### config.mk
export PLATFORM = sky130hd
export DESIGN_NAME = shift_add_mac
export DESIGN_NICKNAME = d
export VERILOG_FILES = /design/src/rtl/mac_pkg.sv /design/src/rtl/mac_ctrl.sv /design/src/rtl/mac_datapath.sv /design/src/rtl/mac_outstage.sv /design/src/rtl/shift_add_mac.sv
export SDC_FILE = /design/constraint.sdc
export NUM_CORES = 1
export LEC_CHECK = 0
export ABC_AREA = 1
export BUFFER_PORTS_ARGS = -buffer_cell sky130_fd_sc_hd__buf_4
export CORE_MARGIN = 2
export CORE_UTILIZATION = 25
export CTS_CLUSTER_DIAMETER = 100
export DETAILED_ROUTE_END_ITERATION = 6
export PLACE_DENSITY = 0.4
export SKIP_LAST_GASP = 1
export SLEW_MARGIN = 25
export SYNTH_ARGS = -nofsm -noshare
export SYNTH_HDL_FRONTEND = slang
export SYNTH_SLANG_ARGS = --single-unit
### constraint.sdc
create_clock -name clk -period 7.8 [get_ports clk]
set_input_delay 0.39 -clock clk [delete_from_list [all_inputs] [get_ports clk]]
set_output_delay 0.39 -clock clk [all_outputs]
set_load 0.01 [all_outputs]
### src/rtl/mac_pkg.sv
package mac_pkg;
  typedef enum logic [1:0] {
    ST_IDLE = 2'd0,
    ST_BUSY = 2'd1,
    ST_EMIT = 2'd2
  } mac_state_e;
endpackage

### src/rtl/mac_ctrl.sv
module mac_ctrl
  import mac_pkg::*;
#(
  parameter int COEF_W = 8,
  parameter int TAPS   = 7
) (
  input  logic clk,
  input  logic rst,
  input  logic clear_i,
  input  logic tap_valid_i,
  output logic ready_o,
  output logic load_o,
  output logic step_o,
  output logic last_bit_o,
  output logic emit_o
);
  localparam int BIT_W = (COEF_W > 1) ? $clog2(COEF_W) : 1;
  localparam int TAP_W = $clog2(TAPS + 1);
  localparam logic [BIT_W-1:0] LAST_BIT = BIT_W'(COEF_W - 1);
  localparam logic [TAP_W-1:0] LAST_TAP = TAP_W'(TAPS - 1);

  mac_state_e       state_q;
  logic [BIT_W-1:0] bit_q;
  logic [TAP_W-1:0] tap_q;

  always_comb begin
    ready_o    = (state_q == ST_IDLE);
    load_o     = ready_o && tap_valid_i && !clear_i;
    step_o     = (state_q == ST_BUSY) && !clear_i;
    last_bit_o = (bit_q == LAST_BIT);
    emit_o     = (state_q == ST_EMIT) && !clear_i;
  end

  always_ff @(posedge clk) begin
    if (rst || clear_i) begin
      state_q <= ST_IDLE;
      bit_q   <= '0;
      tap_q   <= '0;
    end else begin
      case (state_q)
        ST_IDLE: if (tap_valid_i) begin
          state_q <= ST_BUSY;
          bit_q   <= '0;
        end
        ST_BUSY: if (last_bit_o) begin
          bit_q <= '0;
          if (tap_q == LAST_TAP) begin
            tap_q   <= '0;
            state_q <= ST_EMIT;
          end else begin
            tap_q   <= tap_q + 1'b1;
            state_q <= ST_IDLE;
          end
        end else begin
          bit_q <= bit_q + 1'b1;
        end
        default: state_q <= ST_IDLE;
      endcase
    end
  end


  accept_drops_ready_chk: assert property (@(posedge clk) disable iff (rst)
    load_o |=> !ready_o);

  clear_idles_chk: assert property (@(posedge clk) disable iff (rst)
    clear_i |=> (ready_o && !emit_o));

  tap_bound_chk: assert property (@(posedge clk) disable iff (rst)
    tap_q <= LAST_TAP);

  emit_single_chk: assert property (@(posedge clk) disable iff (rst)
    emit_o |=> !emit_o);
endmodule

### src/rtl/mac_datapath.sv
module mac_datapath #(
  parameter int SAMPLE_W = 12,
  parameter int COEF_W   = 8,
  parameter int ACC_W    = 20
) (
  input  logic                    clk,
  input  logic                    rst,
  input  logic                    clear_i,
  input  logic                    load_i,
  input  logic                    step_i,
  input  logic                    last_bit_i,
  input  logic [SAMPLE_W-1:0]     sample_i,
  input  logic [COEF_W-1:0]       coef_i,
  output logic signed [ACC_W-1:0] acc_o
);
  localparam int EXT_W = ACC_W - SAMPLE_W;

  logic [ACC_W-1:0]  mcand_q;
  logic [COEF_W-1:0] mult_q;
  logic [ACC_W-1:0]  acc_q;
  logic [ACC_W-1:0]  addend;
  logic [ACC_W-1:0]  sum;
  logic              sub;

  // single shared adder: partial product terms and the running sum
  always_comb begin
    sub    = last_bit_i && mult_q[0];
    addend = mult_q[0] ? mcand_q : '0;
    sum    = acc_q + (sub ? ~addend : addend) + ACC_W'(sub);
    acc_o  = acc_q;
  end

  always_ff @(posedge clk) begin
    if (rst || clear_i) begin
      acc_q   <= '0;
      mcand_q <= '0;
      mult_q  <= '0;
    end else if (load_i) begin
      mcand_q <= {{EXT_W{sample_i[SAMPLE_W-1]}}, sample_i};
      mult_q  <= coef_i;
    end else if (step_i) begin
      acc_q   <= sum;
      mcand_q <= mcand_q << 1;
      mult_q  <= mult_q >> 1;
    end
  end


  operands_hold_chk: assert property (@(posedge clk) disable iff (rst)
    (!load_i && !step_i && !clear_i) |=> ($stable(mult_q) && $stable(mcand_q)));

  acc_cleared_chk: assert property (@(posedge clk) disable iff (rst)
    clear_i |=> (acc_q == '0));

  acc_idle_hold_chk: assert property (@(posedge clk) disable iff (rst)
    (!step_i && !clear_i) |=> $stable(acc_q));
endmodule

### src/rtl/mac_outstage.sv
module mac_outstage #(
  parameter int ACC_W  = 20,
  parameter int FRAC_W = 7,
  parameter int OUT_W  = 12
) (
  input  logic                    clk,
  input  logic                    rst,
  input  logic                    emit_i,
  input  logic signed [ACC_W-1:0] acc_i,
  output logic [OUT_W-1:0]        result_o,
  output logic                    done_o
);
  localparam int SH_W = ACC_W - FRAC_W;

  logic signed [SH_W-1:0] shifted;
  logic [OUT_W-1:0]       sat_val;

  assign shifted = acc_i[ACC_W-1:FRAC_W];

  generate
    if (SH_W > OUT_W) begin : g_clamp
      localparam logic signed [SH_W-1:0] HI = SH_W'((64'sd1 <<< (OUT_W - 1)) - 1);
      localparam logic signed [SH_W-1:0] LO = ~HI;
      always_comb begin
        if (shifted > HI)      sat_val = HI[OUT_W-1:0];
        else if (shifted < LO) sat_val = LO[OUT_W-1:0];
        else                   sat_val = shifted[OUT_W-1:0];
      end
    end else begin : g_extend
      always_comb sat_val = OUT_W'(shifted);
    end
  endgenerate

  always_ff @(posedge clk) begin
    if (rst) begin
      result_o <= '0;
      done_o   <= 1'b0;
    end else begin
      done_o <= emit_i;
      if (emit_i) result_o <= sat_val;
    end
  end


  done_single_chk: assert property (@(posedge clk) disable iff (rst)
    done_o |=> !done_o);

  result_only_on_done_chk: assert property (@(posedge clk) disable iff (rst)
    !$stable(result_o) |-> done_o);
endmodule

### src/rtl/shift_add_mac.sv
module shift_add_mac #(
  parameter int SAMPLE_W = 12,
  parameter int COEF_W   = 8,
  parameter int TAPS     = 7,
  parameter int FRAC_W   = 7,
  parameter int ACC_W    = 20,
  parameter int OUT_W    = 12
) (
  input  logic                clk,
  input  logic                rst,
  input  logic                clear_i,
  input  logic                tap_valid_i,
  input  logic [SAMPLE_W-1:0] sample_i,
  input  logic [COEF_W-1:0]   coef_i,
  output logic                tap_ready_o,
  output logic [OUT_W-1:0]    result_o,
  output logic                done_o
);
  logic load, step, last_bit, emit;
  logic signed [ACC_W-1:0] acc;

  mac_ctrl #(.COEF_W(COEF_W), .TAPS(TAPS)) u_ctrl (
    .clk(clk), .rst(rst), .clear_i(clear_i), .tap_valid_i(tap_valid_i),
    .ready_o(tap_ready_o), .load_o(load), .step_o(step),
    .last_bit_o(last_bit), .emit_o(emit)
  );

  mac_datapath #(.SAMPLE_W(SAMPLE_W), .COEF_W(COEF_W), .ACC_W(ACC_W)) u_dp (
    .clk(clk), .rst(rst), .clear_i(clear_i), .load_i(load), .step_i(step),
    .last_bit_i(last_bit), .sample_i(sample_i), .coef_i(coef_i), .acc_o(acc)
  );

  mac_outstage #(.ACC_W(ACC_W), .FRAC_W(FRAC_W), .OUT_W(OUT_W)) u_out (
    .clk(clk), .rst(rst), .emit_i(emit), .acc_i(acc),
    .result_o(result_o), .done_o(done_o)
  );


  reset_state_chk: assert property (@(posedge clk)
    rst |=> (tap_ready_o && !done_o && result_o == '0));
endmodule

* Word level (Yosys, flattened, before mapping) *
Index checks and enable logic that the tools add are counted.
W data, S select, Z words.

word-level totals
  bits in registers = 69
  output and inout bits = 14
  word-level logic and storage cells = 52

operators by class
  add/sub/neg operators = 4
  $lt $le $gt $ge = 2
  equal/unequal tests = 6
  mux-type cells = 16
  bitwise gates (word level) = 2
  reductions and logical operators = 14

operators with widths
  cell                    number
  $mux W20                4
  $mux W12                2
  $add A20 B1 Y20         1
  $add A20 B20 Y20        1
  $not A20 Y20            1
  $mux W8                 2
  $gt A13 B12 Y1 const B  1
  $lt A13 B12 Y1 const B  1
  $mux W3                 3
  $reduce_and A2 Y1       4
  $add A3 B1 Y3 const B   2
  $eq A3 B3 Y1 const B    2
  $mux W2                 3
  $pmux W3 S2             1
  $logic_and A1 B1 Y1     5
  $pmux W2 S2             1
  $reduce_bool A2 Y1      2
  $eq A2 B1 Y1 const B    1
  $eq A2 B2 Y1 const B    1
  $logic_not A2 Y1        1
  $ne A2 B1 Y1 const B    1
  $ne A2 B2 Y1 const B    1
  $logic_not A1 Y1        1
  $logic_or A1 B1 Y1      1
  $not A1 Y1              1

* Depth between registers and ports, before layout *
Gate-level depths: netlist of the first run.

  depth after elaboration = 5
  gate-level depth with buffers = 19

* By module *
From an unflattened synthesis of the first run, not the netlist that was laid out.

unflattened totals
  cells, all modules = 724
  area total of the unflattened synthesis = 4506.8 µm²

modules (own cells, without submodules)
  module        instances  cells each  area each (µm²)
  mac_datapath  1          587         3520.9
  mac_outstage  1          80          593.1
  mac_ctrl      1          57          392.9

* Least setup slack after synthesis of the first run *
No wires, ideal clock.

  kind = register -> register
  start point = register u_ctrl.bit_q[0]
  end point = register u_dp.acc_q[8] (netlist: u_dp.acc_o[8])
  library setup time = 0.115 ns
  data arrival time = 2.448 ns
  data required time = 7.685 ns
  setup slack = 5.236 ns
  cell stages (with the launch flop) = 12
  period minus slack after synthesis = 2.564 ns
  cells stage by stage = dfxtp_1 -> ha_1 -> ha_1 -> inv_1 -> clkbuf_1 -> a21oi_1 -> fa_1 -> a21oi_1 -> o21ai_0 -> xor2_1 -> o21ai_0 -> inv_1

between the ends
  word-level cells in the longest chain between the ends = 5

RTL lines
  element                 line                RTL
  from (decl)             mac_ctrl.sv:23      logic [BIT_W-1:0] bit_q;
  from (signal assigned)  mac_ctrl.sv:55      bit_q <= bit_q + 1'b1;
  $eq A3 B3 Y1 *          mac_ctrl.sv:30      last_bit_o = (bit_q == LAST_BIT);
  $logic_and A1 B1 Y1 *   mac_datapath.sv:27  sub = last_bit_i && mult_q[0];
  $mux W20                mac_datapath.sv:29  sum = acc_q + (sub ? ~addend : addend) + ACC_W'(sub);
  $add A20 B20 Y20        mac_datapath.sv:29
  $add A20 B1 Y20 *       mac_datapath.sv:29
  to (signal assigned)    mac_datapath.sv:42  acc_q <= sum;
  to (decl)               mac_datapath.sv:20  logic [ACC_W-1:0] acc_q;

Every way passes the cells marked *; elsewhere a longest branch is shown, timed or not.
A chain may end at the register's enable or synchronous reset.

* Final worst setup path of the first run *
  start point = register u_ctrl.bit_q[0]
  end point = register u_dp.acc_q[16] (netlist: u_dp.acc_o[16])

Same word-level chain as after synthesis.

==> results of run 1 <==
==> per-stage QoR <==
step	util (%)	setup WS (ns)	std cells	power (mW)	hold slack, ns
floorplan	-	5.24	643	0.419	0.432
CTS	30.1	4.52	893	0.913	0.281
detailed placement	28.1	4.56	877	0.443	0.456
finish	30.1	4.54	893	0.899	0.293
global placement	28.1	4.58	877	0.442	0.442
global route	30.1	4.16	893	0.938	0.328
==> report_power, final <==
group / leakage (nW) / internal (mW) / switching, mW / total (mW)
clock: 0.166 / 0.298 / 0.167 / 0.465
sequential: 0.559 / 0.360 / 0.00694 / 0.367
combinational: 1.45 / 0.0237 / 0.0433 / 0.0669
total: 2.18 / 0.682 / 0.217 / 0.899
==> critical path, stage by stage, from the launching register on <==
cell and delay [ns]:
dfxtp_1 0.32, ha_1 0.20, ha_1 0.23, inv_1 0.62
o21ai_0 0.18, a21oi_1 0.21, ha_1 0.32, nand2_1 0.09
inv_1 0.05, a21oi_1 0.27, o21ai_0 0.24, nand2_1 0.15
nand2_1 0.06, nand2_1 0.05, nand3_1 0.06, nand2_1 0.07
inv_1 0.03
==> metal layers <==
| metal | wire length, µm | global-route usage [%] | up-vias |
|---|---|---|---|
| li1 | - | - | 2136 |
| met1 | 5990 | 18.7 | 1822 |
| met2 | 5440 | 22.8 | 80 |
| met3 | 652 | 3.27 | 19 |
| met4 | 293 | 5.67 | 0 |
| met5 | 0 | 0 | - |
==> cell type report <==
cell class | count | area [µm²] | share of cell area, %
clock inverter | 5 | 82.6 | 1.65
inverter | 89 | 334 | 6.67
tap | 220 | 275 | 5.50
clock buffer | 11 | 253 | 5.05
timing repair buffer | 38 | 285 | 5.70
multi-input combinational | 461 | 2400 | 47.9
sequential | 69 | 1380 | 27.6
==> registers in the layout, summed over array words and instances (netlist names) <==
name / cells
u_ctrl.bit_q: 3
u_ctrl.state_q: 2
u_ctrl.tap_q: 3
u_dp.acc_o: 20
u_dp.mcand_q: 20
u_dp.mult_q: 8
u_out.done_o: 1
u_out.result_o: 12
==> cell families after synthesis <==
| group | Yosys count | synth area share, % |
|---|---|---|
| buf+inv | 113 | 11.3 |
| simple gates | 267 | 26.9 |
| flops | 69 | 32.4 |
| compound gates | 163 | 20.9 |
| fa+ha+maj | 22 | 6.64 |
| xor+xnor | 9 | 1.85 |
==> worst paths after layout <==
check / from / endpoint / slack (ns)
worst min-delay path: coef_i[7] / u_dp.mult_q[7]$_SDFFE_PP0P_ / 0.29
worst max register to register: u_ctrl.bit_q[0]$_SDFFE_PP0P_ / u_dp.acc_o[16]$_SDFFE_PP0P_ / 4.54
worst min register to register: u_ctrl.bit_q[0]$_SDFFE_PP0P_ / u_ctrl.bit_q[0]$_SDFFE_PP0P_ / 0.46
worst max-delay path: u_ctrl.bit_q[0]$_SDFFE_PP0P_ / u_dp.acc_o[16]$_SDFFE_PP0P_ / 4.54
==> cell usage after synthesis <==
cell type	instances
a31oi_1	1
nor3_1	2
buf_6	3
o21ai_0	55
xnor2_1	2
nor2_4	1
a22oi_1	1
o21bai_1	3
o211ai_1	2
nand2_4	2
a221oi_2	1
nand2_1	159
or2_2	1
nand4_1	3
inv_2	4
nor2_1	61
o21ai_1	16
a21oi_4	1
dfxtp_1	69
nor4_1	4
nor2_8	3
nand2_2	2
xor2_1	7
nor3b_1	1
o21a_1	1
fa_1	1
a21oi_1	73
ha_1	21
a221oi_1	6
inv_1	85
clkbuf_1	6
buf_4	6
nand3_1	27
buf_2	9
nand3_2	1
o311ai_0	1
o221ai_1	2
==> cells in the final DEF, fill, tap and decap left out, types with 3 or more instances in the layout <==
master and instances:
nand2_1 159, inv_1 85, a21oi_1 73, dfxtp_1 69, nor2_1 61, o21ai_0 55, buf_4 38, nand3_1 27
ha_1 21, o21ai_1 16, clkbuf_16 9, xor2_1 7, a221oi_1 6, inv_2 4, nor4_1 4, nor2_8 3
nand4_1 3, o21bai_1 3
==> impl_metrics.json, run 1 <==
{
  "status": "finished, final reports clean",
  "slew_headroom_pct": 43.1,
  "crit_type": "reg -> reg",
  "leakagePower_nw": 2.18,
  "ir_drop_v": 0.000110,
  "finish.instance_area_um2": 5010,
  "holdCritPathClass": "in -> reg",
  "fin_crit_sh_pct": 41.9,
  "r2r_cells": 16,
  "tns_ns": 0,
  "cts.htree.levels": 3,
  "cts_resized": 0,
  "dp_hpwl_um": 9050,
  "fillCellCount": 1845,
  "clockBufferDepth": 2,
  "syn_nets": 689,
  "tightest_slew_ns": 0.852,
  "drt_iter0_markers": 187,
  "rows": 47,
  "yosys_warnings": 0,
  "synthesis.area_um2": 4260,
  "fin_crit_ns": 3.26,
  "synth_seq_cells": 69,
  "wire_per_inst_um": 13.9,
  "grt_max_degree": 43,
  "die_h_um": 135,
  "cts_made_buffers": 9,
  "synth_cell_types": 37,
  "insertion_delay_ns": 0.35,
  "startpoint_type": "flop",
  "avgSynthCellArea_um2": 6.62,
  "antenna_found_initial": 0,
  "portBuffers": 37,
  "cts_tree": "built",
  "worstPathRequired_ns": 8.04,
  "grt.total_usage_pct": 14.3,
  "min_path_cells": 3,
  "fin_nets": 714,
  "antenna_cells_inserted": 0,
  "dieArea_um2": 18100,
  "synthTopCellsByArea": "dfxtp_1 (32%), nand2_1 (14%), a21oi_1 (8.6%)",
  "hold_buffers": 0,
  "final_antenna_net_count": 0,
  "layout-drive-gt1-share_pct": 10.4,
  "placed_area_um2": 4670,
  "synthCells": 643,
  "fmax_ghz": 0.306,
  "postCtsSetupRepairBufs": 0,
  "grt_overflow": 0,
  "detail_route.wirelength_um": 12400,
  "place.gp.congestion": 0.806,
  "cts.clk_slew.worst_paths_ns": 0.06,
  "slew_violations": 0,
  "dr.pass1.iters": 4,
  "vias_per_cell": 4.54,
  "vias": 4057,
  "grt_pass1_vias": 3866,
  "critPathCaptureType": "flop",
  "crit_path_max_fanout": 32,
  "hold_viol_final": 0,
  "core_um2": 16600,
  "syn2layout_area_growth_pct": 17.6,
  "fin_skew_ns": 0.00753,
  "start_util_pct": 25.6,
  "die_x_um": 135,
  "drc": 0,
  "cts.sinks": 69,
  "drv_cap": 0,
  "power_density_nw_per_um2": 180,
  "arrival_ns": 3.51,
  "synth_top_cell_area_share_pct": 32.4,
  "ioPinCount": 38,
  "grt_pass1_wl_um": 19900,
  "setup_viol": 0,
  "cts_root_buffer": "clkbuf_16",
  "seq_area_frac_synth_pct": 32.4,
  "grt_setup_unrepaired": "false",
  "synth_largest_area_cell": "dfxtp_1"
}
Note: power is estimated with default switching activity, not from simulation.
==> run 2: changes to the inputs <==
==> constraint.sdc (replaced) <==
create_clock -name clk -period 3.2 [get_ports clk]
set_input_delay 0.16 -clock clk [delete_from_list [all_inputs] [get_ports clk]]
set_output_delay 0.16 -clock clk [all_outputs]
set_load 0.01 [all_outputs]
==> run 2 against run 1 <==
Effect of this change:
- cell count is 0.34% higher
- setup slack worse by 4.1 ns
- maximum frequency is 18% higher
- global-route usage is 0.25 points higher
- via count stayed put
- critical path type unchanged
==> impl_metrics.json, run 2 (synthesis results as in run 1) <==
{
  "drv_cap": 0,
  "grt_max_degree": 43,
  "clockBufferDepth": 2,
  "cts.htree.levels": 3,
  "cts_made_buffers": 9,
  "crit_path_max_fanout": 13,
  "detail_route.wirelength_um": 12300,
  "layout-drive-gt1-share_pct": 11.1,
  "crit_type": "reg -> reg",
  "hold_viol_final": 0,
  "grt_setup_unrepaired": "false",
  "slew_headroom_pct": 44.7,
  "place.gp.congestion": 0.856,
  "die_h_um": 135,
  "finalPower_mw": 2.33,
  "portBuffers": 37,
  "drc": 0,
  "fillCellCount": 1845,
  "post-route-util_pct": 30.5,
  "die_x_um": 135,
  "fin_crit_ns": 2.76,
  "finalWorstSetupSlack_ns": 0.438,
  "fin_crit_sh_pct": 86.3,
  "fmax_ghz": 0.362,
  "final_antenna_net_count": 0,
  "fin_nets": 717,
  "start_util_pct": 25.6,
  "vias": 4057,
  "startpoint_type": "flop",
  "antenna_cells_inserted": 0,
  "slew_violations": 0,
  "leakagePower_nw": 2.21,
  "power_density_nw_per_um2": 458,
  "wl_met2_um": 5690,
  "tightest_slew_ns": 0.829,
  "dr.pass1.iters": 4,
  "ioPinCount": 38,
  "ir_drop_v": 0.000292,
  "cts.clk_slew.worst_paths_ns": 0.06,
  "dieArea_um2": 18100,
  "routed-wl-met3_um": 385,
  "fin_skew_ns": 0.00521,
  "dp_hpwl_um": 9080,
  "cts_tree": "built",
  "worstPathRequired_ns": 3.44,
  "final_common_cell": "nand2_1",
  "final_cell_mix": "nand2_1 (159), inv_1 (84), a21oi_1 (72), dfxtp_1 (69), nor2_1 (61)",
  "insertion_delay_ns": 0.34,
  "grt_overflow": 0,
  "grt.total_usage_pct": 14.5,
  "core_um2": 16600,
  "wl_met1_um": 6080,
  "setup_viol": 0,
  "grt_pass1_wl_um": 20500,
  "tns_ns": 0,
  "drt_iter0_markers": 172,
  "top_layer_used": "met4",
  "critPathCaptureType": "flop",
  "rows": 47,
  "vias_per_cell": 4.53,
  "place_worst_setup_slack_ns": 0.277,
  "cts.sinks": 69,
  "antenna_found_initial": 0,
  "wire_per_inst_um": 13.7,
  "grt_pass1_vias": 3946,
  "cts_root_buffer": "clkbuf_16",
  "syn2layout_area_growth_pct": 19.4,
  "status": "finished, final reports clean",
  "arrival_ns": 3.00,
  "holdCritPathClass": "in -> reg"
}
==> run 2: final timing paths <==
path / start / cells past startpoint / slack, ns / to
worst min-delay path: coef_i[7] / 3 / 0.05 / u_dp.mult_q[7]$_SDFFE_PP0P_
worst min register to register: u_ctrl.bit_q[0]$_SDFFE_PP0P_ / 1 / 0.46 / u_ctrl.bit_q[0]$_SDFFE_PP0P_
worst max register to register: u_ctrl.bit_q[0]$_SDFFE_PP0P_ / 15 / 0.44 / u_dp.acc_o[16]$_SDFFE_PP0P_
worst max-delay path: u_ctrl.bit_q[0]$_SDFFE_PP0P_ / 15 / 0.44 / u_dp.acc_o[16]$_SDFFE_PP0P_
==> run 2: layer usage <==
metal  up-vias  GRT usage [%]
met4         0           4.50
met5         -              0
met2        56           23.5
met1      1844           18.9
li1       2149              -
met3         8           3.94
==> run 2: area by class of cell <==
class,count,area (µm²),area share [%]
clock inverters,6,134,2.63
clock buffers,10,239,4.70
repair buffers,41,320,6.30
well taps,220,275,5.41
flip-flops and latches,69,1380,27.2
inverters,89,334,6.57
multi-input cells,461,2400,47.2
==> run 2: report_power, final <==
part           switching [mW]  leakage (nW)  internal [mW]
registers              0.0153         0.559          0.878
logic                   0.107          1.47         0.0581
clock network           0.406         0.183          0.862
total                   0.528          2.21           1.80
==> run 2: through the flow <==
step                      instances  area, µm²  hold WS, ns
final                           896       5080       0.0521
after global placement          880       4710        0.396
after CTS                       896       5080       0.0358
after global routing            896       5080       0.0771
after detailed placement        880       4710        0.398
after floorplan                 643       4260        0.229
==> run 2: timing repair <==
item | CTS | global route
setup endpoints to repair | 0 | 4
endpoints found under the hold margin | 0 | 0
hold buffers | 0 | 0
gates resized for setup | 0 | 2
buffers inserted | 0 | 0
==> run 2: worst max-delay path, cell delays in order (launching register included) <==
cell and delay, ns:
dfxtp_1 0.34, ha_1 0.15, ha_1 0.27, inv_2 0.13, buf_12 0.16, o21ai_0 0.14
a21oi_1 0.10, fa_1 0.52, a21oi_2 0.25, o21ai_0 0.19, nand2_1 0.13, nand2_1 0.06
nand2_1 0.06, nand3_1 0.06, nand2_1 0.07, inv_1 0.03
